File: src/rtl/rctx_pkg.sv
package rctx_pkg;
  localparam int EC_W = 6;
  localparam logic [EC_W-1:0] EC_SYS  = 6'h03;
  localparam logic [EC_W-1:0] EC_HGEN = 6'h00;

  typedef enum logic [1:0] {
    OUT_EXEC  = 2'd0,
    OUT_TEL1  = 2'd1,
    OUT_TEL2  = 2'd2,
    OUT_UNDEF = 2'd3
  } outcome_e;

  typedef struct packed {
    outcome_e        kind;
    logic [EC_W-1:0] ec;
  } verdict_t;

  function automatic verdict_t mk(outcome_e k, logic [EC_W-1:0] e);
    verdict_t v;
    v.kind = k;
    v.ec   = e;
    return v;
  endfunction
endpackage

File: src/rtl/rctx_decode.sv
module rctx_decode #(
  parameter int          CP_W   = 4,
  parameter int          OP1_W  = 3,
  parameter int          CR_W   = 4,
  parameter int          OP2_W  = 3,
  parameter logic [3:0]  CP_VAL  = 4'd15,
  parameter logic [2:0]  OP1_VAL = 3'd0,
  parameter logic [3:0]  CRN_VAL = 4'd7,
  parameter logic [3:0]  CRM_VAL = 4'd3,
  parameter logic [2:0]  OP2_VAL = 3'd7
) (
  input  logic [CP_W-1:0]  coproc_i,
  input  logic [OP1_W-1:0] opc1_i,
  input  logic [CR_W-1:0]  crn_i,
  input  logic [CR_W-1:0]  crm_i,
  input  logic [OP2_W-1:0] opc2_i,
  output logic             hit_o
);
  localparam int N_FIELDS = 5;
  logic [N_FIELDS-1:0] fld_ok;

  always_comb begin
    fld_ok[0] = (coproc_i == CP_W'(CP_VAL));
    fld_ok[1] = (opc1_i   == OP1_W'(OP1_VAL));
    fld_ok[2] = (crn_i    == CR_W'(CRN_VAL));
    fld_ok[3] = (crm_i    == CR_W'(CRM_VAL));
    fld_ok[4] = (opc2_i   == OP2_W'(OP2_VAL));
  end

  assign hit_o = &fld_ok;
endmodule

File: src/rtl/rctx_el0_chain.sv
module rctx_el0_chain
  import rctx_pkg::*;
(
  input  logic     el1_is32_i,
  input  logic     el2_is32_i,
  input  logic     el2_en_i,
  input  logic     host_i,
  input  logic     feat_fgt_i,
  input  logic     el3_present_i,
  input  logic     el3_fgt_en_i,
  input  logic     uen_el1_64_i,
  input  logic     uen_el1_32_i,
  input  logic     uen_el2_i,
  input  logic     tge_64_i,
  input  logic     tge_32_i,
  input  logic     cp_trap_64_i,
  input  logic     cp_trap_32_i,
  input  logic     fgt_trap_i,
  output verdict_t verdict_o
);
  logic hyp64, hyp32, fgt_live;

  assign hyp64    = el2_en_i & ~el2_is32_i;
  assign hyp32    = el2_en_i &  el2_is32_i;
  assign fgt_live = feat_fgt_i & (~el3_present_i | el3_fgt_en_i);

  // first matching rung wins
  always_comb begin
    if (~el1_is32_i & ~host_i & ~uen_el1_64_i) begin
      verdict_o = (hyp64 & tge_64_i) ? mk(OUT_TEL2, EC_SYS) : mk(OUT_TEL1, EC_SYS);
    end else if (el1_is32_i & ~uen_el1_32_i) begin
      if (hyp64 & tge_64_i)      verdict_o = mk(OUT_TEL2, EC_SYS);
      else if (hyp32 & tge_32_i) verdict_o = mk(OUT_TEL2, EC_HGEN);
      else                       verdict_o = mk(OUT_UNDEF, '0);
    end else if (hyp64 & ~host_i & cp_trap_64_i) begin
      verdict_o = mk(OUT_TEL2, EC_SYS);
    end else if (hyp32 & cp_trap_32_i) begin
      verdict_o = mk(OUT_TEL2, EC_SYS);
    end else if (el2_en_i & ~el1_is32_i & ~host_i & fgt_live & fgt_trap_i) begin
      verdict_o = mk(OUT_TEL2, EC_SYS);
    end else if (host_i & ~uen_el2_i) begin
      verdict_o = mk(OUT_TEL2, EC_SYS);
    end else begin
      verdict_o = mk(OUT_EXEC, '0);
    end
  end
endmodule

File: src/rtl/rctx_el1_chain.sv
module rctx_el1_chain
  import rctx_pkg::*;
(
  input  logic     el2_is32_i,
  input  logic     el2_en_i,
  input  logic     cp_trap_64_i,
  input  logic     cp_trap_32_i,
  input  logic     nv_i,
  output verdict_t verdict_o
);
  logic hyp64, hyp32;

  assign hyp64 = el2_en_i & ~el2_is32_i;
  assign hyp32 = el2_en_i &  el2_is32_i;

  always_comb begin
    if (hyp64 & cp_trap_64_i)      verdict_o = mk(OUT_TEL2, EC_SYS);
    else if (hyp32 & cp_trap_32_i) verdict_o = mk(OUT_TEL2, EC_SYS);
    else if (hyp64 & nv_i)         verdict_o = mk(OUT_TEL2, EC_SYS);
    else                           verdict_o = mk(OUT_EXEC, '0);
  end
endmodule

File: src/rtl/rctx_trap_router.sv
module rctx_trap_router
  import rctx_pkg::*;
(
  input  logic            clk_i,
  input  logic            rst_ni,
  input  logic            req_valid_i,
  input  logic [3:0]      coproc_i,
  input  logic [2:0]      opc1_i,
  input  logic [3:0]      crn_i,
  input  logic [3:0]      crm_i,
  input  logic [2:0]      opc2_i,
  input  logic [1:0]      cur_el_i,
  input  logic            el1_is32_i,
  input  logic            el2_is32_i,
  input  logic            el2_en_i,
  input  logic            host_mode_i,
  input  logic            feat_restrict_i,
  input  logic            feat_fgt_i,
  input  logic            el3_present_i,
  input  logic            el3_fgt_en_i,
  input  logic            uen_el1_64_i,
  input  logic            uen_el1_32_i,
  input  logic            uen_el2_i,
  input  logic            tge_64_i,
  input  logic            tge_32_i,
  input  logic            cp_trap_64_i,
  input  logic            cp_trap_32_i,
  input  logic            fgt_trap_i,
  input  logic            nv_i,
  output logic            exec_o,
  output logic            trap_el1_o,
  output logic            trap_el2_o,
  output logic            undef_o,
  output logic [EC_W-1:0] ec_o
);
  localparam int N_OUT = 4;

  logic     hit, host_eff;
  verdict_t v_el0, v_el1, v_sel;
  logic [N_OUT-1:0] onehot_d, onehot_q;
  logic [EC_W-1:0]  ec_d, ec_q;

  rctx_decode u_dec (
    .coproc_i (coproc_i),
    .opc1_i   (opc1_i),
    .crn_i    (crn_i),
    .crm_i    (crm_i),
    .opc2_i   (opc2_i),
    .hit_o    (hit)
  );

  // host mode only exists under a 64-bit hypervisor
  assign host_eff = host_mode_i & el2_en_i & ~el2_is32_i;

  rctx_el0_chain u_el0 (
    .el1_is32_i    (el1_is32_i),
    .el2_is32_i    (el2_is32_i),
    .el2_en_i      (el2_en_i),
    .host_i        (host_eff),
    .feat_fgt_i    (feat_fgt_i),
    .el3_present_i (el3_present_i),
    .el3_fgt_en_i  (el3_fgt_en_i),
    .uen_el1_64_i  (uen_el1_64_i),
    .uen_el1_32_i  (uen_el1_32_i),
    .uen_el2_i     (uen_el2_i),
    .tge_64_i      (tge_64_i),
    .tge_32_i      (tge_32_i),
    .cp_trap_64_i  (cp_trap_64_i),
    .cp_trap_32_i  (cp_trap_32_i),
    .fgt_trap_i    (fgt_trap_i),
    .verdict_o     (v_el0)
  );

  rctx_el1_chain u_el1 (
    .el2_is32_i   (el2_is32_i),
    .el2_en_i     (el2_en_i),
    .cp_trap_64_i (cp_trap_64_i),
    .cp_trap_32_i (cp_trap_32_i),
    .nv_i         (nv_i),
    .verdict_o    (v_el1)
  );

  always_comb begin
    if (!feat_restrict_i) begin
      v_sel = mk(OUT_UNDEF, '0);
    end else begin
      unique case (cur_el_i)
        2'd0:    v_sel = v_el0;
        2'd1:    v_sel = v_el1;
        default: v_sel = mk(OUT_EXEC, '0);
      endcase
    end
  end

  always_comb begin
    onehot_d = '0;
    ec_d     = '0;
    if (req_valid_i && hit) begin
      onehot_d[v_sel.kind] = 1'b1;
      if (v_sel.kind == OUT_TEL1 || v_sel.kind == OUT_TEL2) ec_d = v_sel.ec;
    end
  end

  always_ff @(posedge clk_i or negedge rst_ni) begin
    if (!rst_ni) begin
      onehot_q <= '0;
      ec_q     <= '0;
    end else begin
      onehot_q <= onehot_d;
      ec_q     <= ec_d;
    end
  end

  assign exec_o     = onehot_q[OUT_EXEC];
  assign trap_el1_o = onehot_q[OUT_TEL1];
  assign trap_el2_o = onehot_q[OUT_TEL2];
  assign undef_o    = onehot_q[OUT_UNDEF];
  assign ec_o       = ec_q;
endmodule

File: config.mk
export PLATFORM = sky130hd
export DESIGN_NAME = rctx_trap_router
export DESIGN_NICKNAME = d
export VERILOG_FILES = /design/src/rtl/rctx_pkg.sv /design/src/rtl/rctx_decode.sv /design/src/rtl/rctx_el0_chain.sv /design/src/rtl/rctx_el1_chain.sv /design/src/rtl/rctx_trap_router.sv
export SDC_FILE = /design/constraint.sdc
export NUM_CORES = 1
export LEC_CHECK = 0
export BUFFER_PORTS_ARGS = -buffer_cell sky130_fd_sc_hd__buf_2
export CAP_MARGIN = 20
export CORE_MARGIN = 2
export CORE_UTILIZATION = 47
export CTS_BUF_LIST = sky130_fd_sc_hd__clkbuf_4
export DETAILED_ROUTE_END_ITERATION = 8
export GPL_TIMING_DRIVEN = 0
export PLACE_DENSITY = 0.87
export SLEW_MARGIN = 20
export SYNTH_ARGS = -nofsm -noshare
export SYNTH_HDL_FRONTEND = slang
export SYNTH_HIERARCHICAL = 1
export SYNTH_SLANG_ARGS = --single-unit
export TNS_END_PERCENT = 1
File: constraint.sdc
create_clock -name clk_i -period 0.8 [get_ports clk_i]
set_input_delay 0.08 -clock clk_i [delete_from_list [all_inputs] [get_ports clk_i]]
set_output_delay 0.08 -clock clk_i [all_outputs]
set_load 0.02 [all_outputs]
==> results of run 1 <==
[placed cells by master (no fill, tap or decap), drive strengths merged]
cell type	count
nor4	2
nor2	3
o311a	1
and2b	2
dlygate4sd3	1
ha	4
a21o	1
clkbuf	3
a311oi	1
nor3b	6
conb	9
o21ai	2
nand3	4
and3	4
mux2i	8
nand2b	1
buf	66
nor2b	2
a31oi	2
o21bai	1
o21a	2
nand4	1
nor4b	1
nand2	1
and3b	2
dfrtp	10
or4	1
nand4b	2
[through the flow]
step / util / hold slack, ns
after CTS: 0.730 / 0.147
after global routing: 0.745 / 0.157
after detailed placement: 0.661 / -0.0587
final: 0.745 / 0.153
after floorplan: - / -0.216
after global placement: 0.661 / -0.0655
[layer usage]
metal  routed length, µm  up-vias  GRT usage
met5                   0        -          0
met4                   8        0     0.0706
met3                  95        2     0.0119
met2                 958       31      0.318
met1                 639      345      0.184
li1                    -      399          -
[power by group through the flow]
stage,sequential (mW),clock (mW),combinational (mW)
floorplan,0.515,0,0.194
global placement,0.515,0,0.322
detailed placement,0.515,0,0.333
CTS,0.506,0.320,0.375
global route,0.506,0.340,0.427
finish,0.506,0.310,0.387
[worst min path at each step]
stage                     start                     to  cells after the start
finish              req_valid_i  onehot_q[1]$_DFF_PN0_                      2
global route        req_valid_i  onehot_q[2]$_DFF_PN0_                      2
CTS                 req_valid_i  onehot_q[1]$_DFF_PN0_                      2
detailed placement       rst_ni      ec_o[0]$_DFF_PN0_                      1
global placement         rst_ni      ec_o[3]$_DFF_PN0_                      1
floorplan                rst_ni      ec_o[0]$_DFF_PN0_                      0
[synthesized netlist by cell type, drive strengths merged, types with 2 or more instances]
cell / n / area share
a31oi: 2 / 0.015
and2b: 2 / 0.022
and3: 4 / 0.031
and3b: 2 / 0.022
buf: 13 / 0.13
conb: 2 / 0.0093
dfrtp: 10 / 0.31
ha: 4 / 0.062
mux2i: 8 / 0.099
nand3: 4 / 0.025
nand4b: 2 / 0.040
nor2: 3 / 0.014
nor2b: 2 / 0.025
nor3b: 6 / 0.056
nor4: 2 / 0.023
o21a: 2 / 0.019
o21ai: 2 / 0.012
[kinds of logic (layout without fill, tap and decap cells)]
logic type      after synthesis  in the layout  share of synthesized area
buf+inv                      13             70                      0.125
simple gates                 32             32                      0.309
compound gates               10             10                     0.0880
mux                           8              8                     0.0988
flops                        10             10                      0.309
fa+ha+maj                     4              4                     0.0617
other cells                   2              9                    0.00926
[timing repair]
action                                  4_1_cts  5_1_grt
resized for setup                            13        5
hold buffers                                  1        0
setup buffers                                 4        1
hold endpoints to repair                     10        0
endpoints found under the setup margin       16       16
pin swaps                                     9        7
[cell type report]
type	count	area (µm²)
multi-input combinational	63	532
fill	118	427
timing repair buffer	54	317
sequential	10	250
buffer	13	101
clock buffer	3	22.5
tap	17	21.3
[sequential cells by signal (all words and copies together) (netlist names)]
| name | cells |
|---|---|
| onehot_q | 4 |
| ec_o | 6 |
==> flow_summary.ini, run 1 <==
[detailed_routing]
vias_per_cell = 4.86
routed_wl_um = 1700
drc_errors = 1
ant_nets = 0
drt-wirelength-per-cell_um = 10.6
via_count = 777
first_pass_iters = 6
drt_iter0_markers = 18

[power]
power_density_mw_per_mm2 = 967
pwr-share-seq = 0.421
p_int_mw = 0.905
ir_worst_vdd_v = 0.000523
p_total_mw = 1.20
leakagePower_nw = 0.700
comb_power_share = 0.321
netSwitchingPower_mw = 0.299
switching_share = 0.248
pwr-share-clk = 0.258

[critical_path]
crit_slowest_cell = ha_1
worstSetupStartpoint = el2_is32_i
crit_arrival_ns = 1.77
cp_slowest_stage_delay_ns = 0.33
required_ns = 0.97
path_buf_inv = 1
endpoint = ec_o[0]$_DFF_PN0_
crit_path_start_kind = input pin
critPathTopFamily = simple AND/OR/NAND/NOR gates
crit_path_max_fanout = 7
path_cells = buf_4, and3b_1, and2b_2, a21o_1, mux2i_1, o21ai_1, ha_1, nand4b_4, nor3b_2
crit_type = in2reg
endpoint_kind = flip-flop
crit_cells = 9

[yosys]
synth_seq_cells = 10
seq_area_frac_synth = 0.309
synthDistinctLibCells = 30
synth_edf_count = 0
synthFlopType = dfrtp_1
yosysWarnings = 6
async_reset_ff_frac = 1.00
synthCells = 79
netlist_area_um2 = 811
syn_avg_cell_area_um2 = 10.3

[clocking]
cts.sinks = 10
cts.reportedPaths.clkPinSlew_ns = 0.06
ctsLongestPathBuffers = 2
numCtsBuffers = 3
htree_levels = 1
root_buffer = clkbuf_4
cts_tree = done

[status]
violations = design-rule violations, negative setup slack
status = finished, violations left

[sta]
post-route-period-util = 1.99
min_period_ns = 1.60
clock.fmax_ghz = 0.627
max_slew.worst_pin.slew_ns = 0.528
tns_ns = -4.29
finalHoldViolations = 0
rsz0062_at_grt = true
setup_ws_ns = -0.796
slew_viol_final = 0
slew_headroom = 0.645
setup_violations = 16

[grt]
overflow = 0
grt_pass1_wl_um = 2550
track_usage = 0.167
antenna_found_initial = 0
grt_max_degree = 11
grt_pass1_vias = 664

[place]
place_area_mm2 = 0.00110
dpl.hpwl_um = 1330
routabilityCongestion = 0.713
pre_cts_slack_ns = -1.24
io_buffers = 48
dp_cells = 151

[floorplan]
core.rowCount = 15
die_area_mm2 = 0.00207
fp.dieH_um = 45.5
boundaryPins = 50
start_util = 0.485
core_area_mm2 = 0.00167
dieWidth_um = 45.5

[min_path]
min_path_type = in2reg

[final_layout]
num-nets-final = 189
fin_cells = 160
drive_above_1_share = 0.580
diodes = 0
stdcell_area_mm2 = 0.00124
areaGrowthSynthToFinish_pct = 53.4

[run]
cap_violations = 0
Power figures use the tool's default switching activity.
==> run 2, diff against run 1 <==
==> constraint.sdc (replaced) <==
create_clock -name clk_i -period 1.9 [get_ports clk_i]
set_input_delay 0.19 -clock clk_i [delete_from_list [all_inputs] [get_ports clk_i]]
set_output_delay 0.19 -clock clk_i [all_outputs]
set_load 0.02 [all_outputs]
==> flow_summary.ini, run 2 (synthesized netlist as in run 1, its figures left out) <==
[detailed_routing]
vias_per_cell = 5.01
routed_wl_um = 1740
drt-wirelength-per-cell_um = 11.1
drc_errors = 0
via_count = 786
ant_nets = 0
first_pass_iters = 4
drt_iter0_markers = 3

[grt]
grt_pass1_wl_um = 2520
track_usage = 0.167
grt_max_degree = 11
grt_pass1_vias = 672
overflow = 0
antenna_found_initial = 0

[critical_path]
crit_arrival_ns = 1.99
path_cells = buf_12, nand2_4, nor2_4, and2b_2, a311oi_2, a31oi_1, mux2i_1, o21ai_1, ha_1, nand4b_4, nor3b_2
crit_type = in2reg
cp_slowest_stage_delay_ns = 0.33
crit_path_max_fanout = 5
endpoint_kind = flip-flop
crit_slowest_cell = ha_1
crit_path_start_kind = input pin
required_ns = 2.07

[clocking]
cts_tree = done
root_buffer = clkbuf_4
cts.sinks = 10
htree_levels = 1
numCtsBuffers = 3
cts.reportedPaths.clkPinSlew_ns = 0.05
ctsLongestPathBuffers = 2

[power]
pwr-share-seq = 0.429
netSwitchingPower_mw = 0.121
pwr-share-clk = 0.255
switching_share = 0.243
comb_power_share = 0.316
leakagePower_nw = 0.689
ir_worst_vdd_v = 0.000180
power_density_mw_per_mm2 = 414
p_int_mw = 0.376

[sta]
rsz0062_at_grt = true
clock.fmax_ghz = 0.549
post-route-period-util = 0.959
finalHoldViolations = 0
min_period_ns = 1.82
max_slew.worst_pin.slew_ns = 0.507
slew_viol_final = 0
slew_headroom = 0.660
setup_violations = 0

[status]
status = completed

[final_layout]
num-nets-final = 186
utilization = 0.719
areaGrowthSynthToFinish_pct = 48.1
mostFrequentLayoutCells = 45 x buf_2, 15 x buf_4, 10 x dfrtp_1
fin_cells = 157
drive_above_1_share = 0.557
largest_reg_flops = 6
layout_commonest_cell = buf_2
diodes = 0

[floorplan]
start_util = 0.485
core.rowCount = 15
dieWidth_um = 45.5
boundaryPins = 50
die_area_mm2 = 0.00207
fp.dieH_um = 45.5
core_area_mm2 = 0.00167

[min_path]
min_path_type = in2reg

[place]
dp_cells = 151
routabilityCongestion = 0.729
io_buffers = 48

[run]
cap_violations = 0
## run 2: cell types whose count changed in the layout (fill, tap and decap cells not counted), sizes merged
cell,previous run,this run
buf,66,63
## run 2: layout make-up
cell class,instances,area [µm²]
Tap cell,17,21.3
Multi-Input combinational cell,63,517
Sequential cell,10,250
Buffer,13,101
Fill cell,119,469
Clock buffer,3,22.5
Timing Repair Buffer,51,289
## run 2: through the flow
step / cell area (µm²) / setup slack (ns) / power [mW] / hold WS (ns) / TNS (ns)
finish: 1200 / 0.0777 / 0.497 / 0.267 / 0
floorplan: 837 / 0.0659 / 0.297 / -0.106 / 0
global placement: 1100 / -0.247 / 0.350 / 0.0435 / -0.494
global route: 1200 / -0.0681 / 0.531 / 0.263 / -0.113
detailed placement: 1100 / -0.308 / 0.356 / 0.0458 / -0.620
CTS: 1130 / -0.0525 / 0.489 / 0.258 / -0.103
## run 2: worst max-delay path: cells and delay by family
family                   cells  cell delay, ns
AND/OR/NAND/NOR              5            0.65
AO/OA/AOI/OAI                3            0.53
buffers and inverters        1            0.11
adder cells (fa/ha/maj)      1            0.33
multiplexers                 1            0.18
## run 2: metal layers
layer	routed length, µm	share of wire	up-vias	GRT usage
met5	0	0	-	0
met4	21	0.012	0	0.106
met3	107	0.062	2	0.0278
met2	1020	0.59	35	0.315
met1	586	0.34	357	0.163
li1	-	-	392	-
## run 2: timing repair
| action | in CTS | in global routing |
|---|---|---|
| gates resized for setup | 0 | 16 |
| endpoints found under the setup margin | 2 | 2 |
| cloned | 0 | 0 |
| pin swaps | 0 | 8 |
| endpoints found under the hold margin | 10 | 0 |
| hold buffers | 1 | 0 |
| setup buffers | 0 | 2 |
## run 2: final timing paths
kind | from | endpoint | slack (ns) | depth (start not counted)
min in group asynchronous | rst_ni | ec_o[1]$_DFF_PN0_ | 0.32 | 2
worst max-delay path | el2_en_i | ec_o[0]$_DFF_PN0_ | 0.08 | 11
max in group asynchronous | rst_ni | onehot_q[2]$_DFF_PN0_ | 1.41 | 2
worst min-delay path | req_valid_i | onehot_q[1]$_DFF_PN0_ | 0.27 | 2
## run 2: power groups by stage
stage | combinational [mW] | sequential [mW] | clock, mW
floorplan | 0.0804 | 0.217 | 0
global placement | 0.133 | 0.217 | 0
detailed placement | 0.139 | 0.217 | 0
CTS | 0.141 | 0.213 | 0.134
global route | 0.173 | 0.213 | 0.145
finish | 0.157 | 0.213 | 0.127
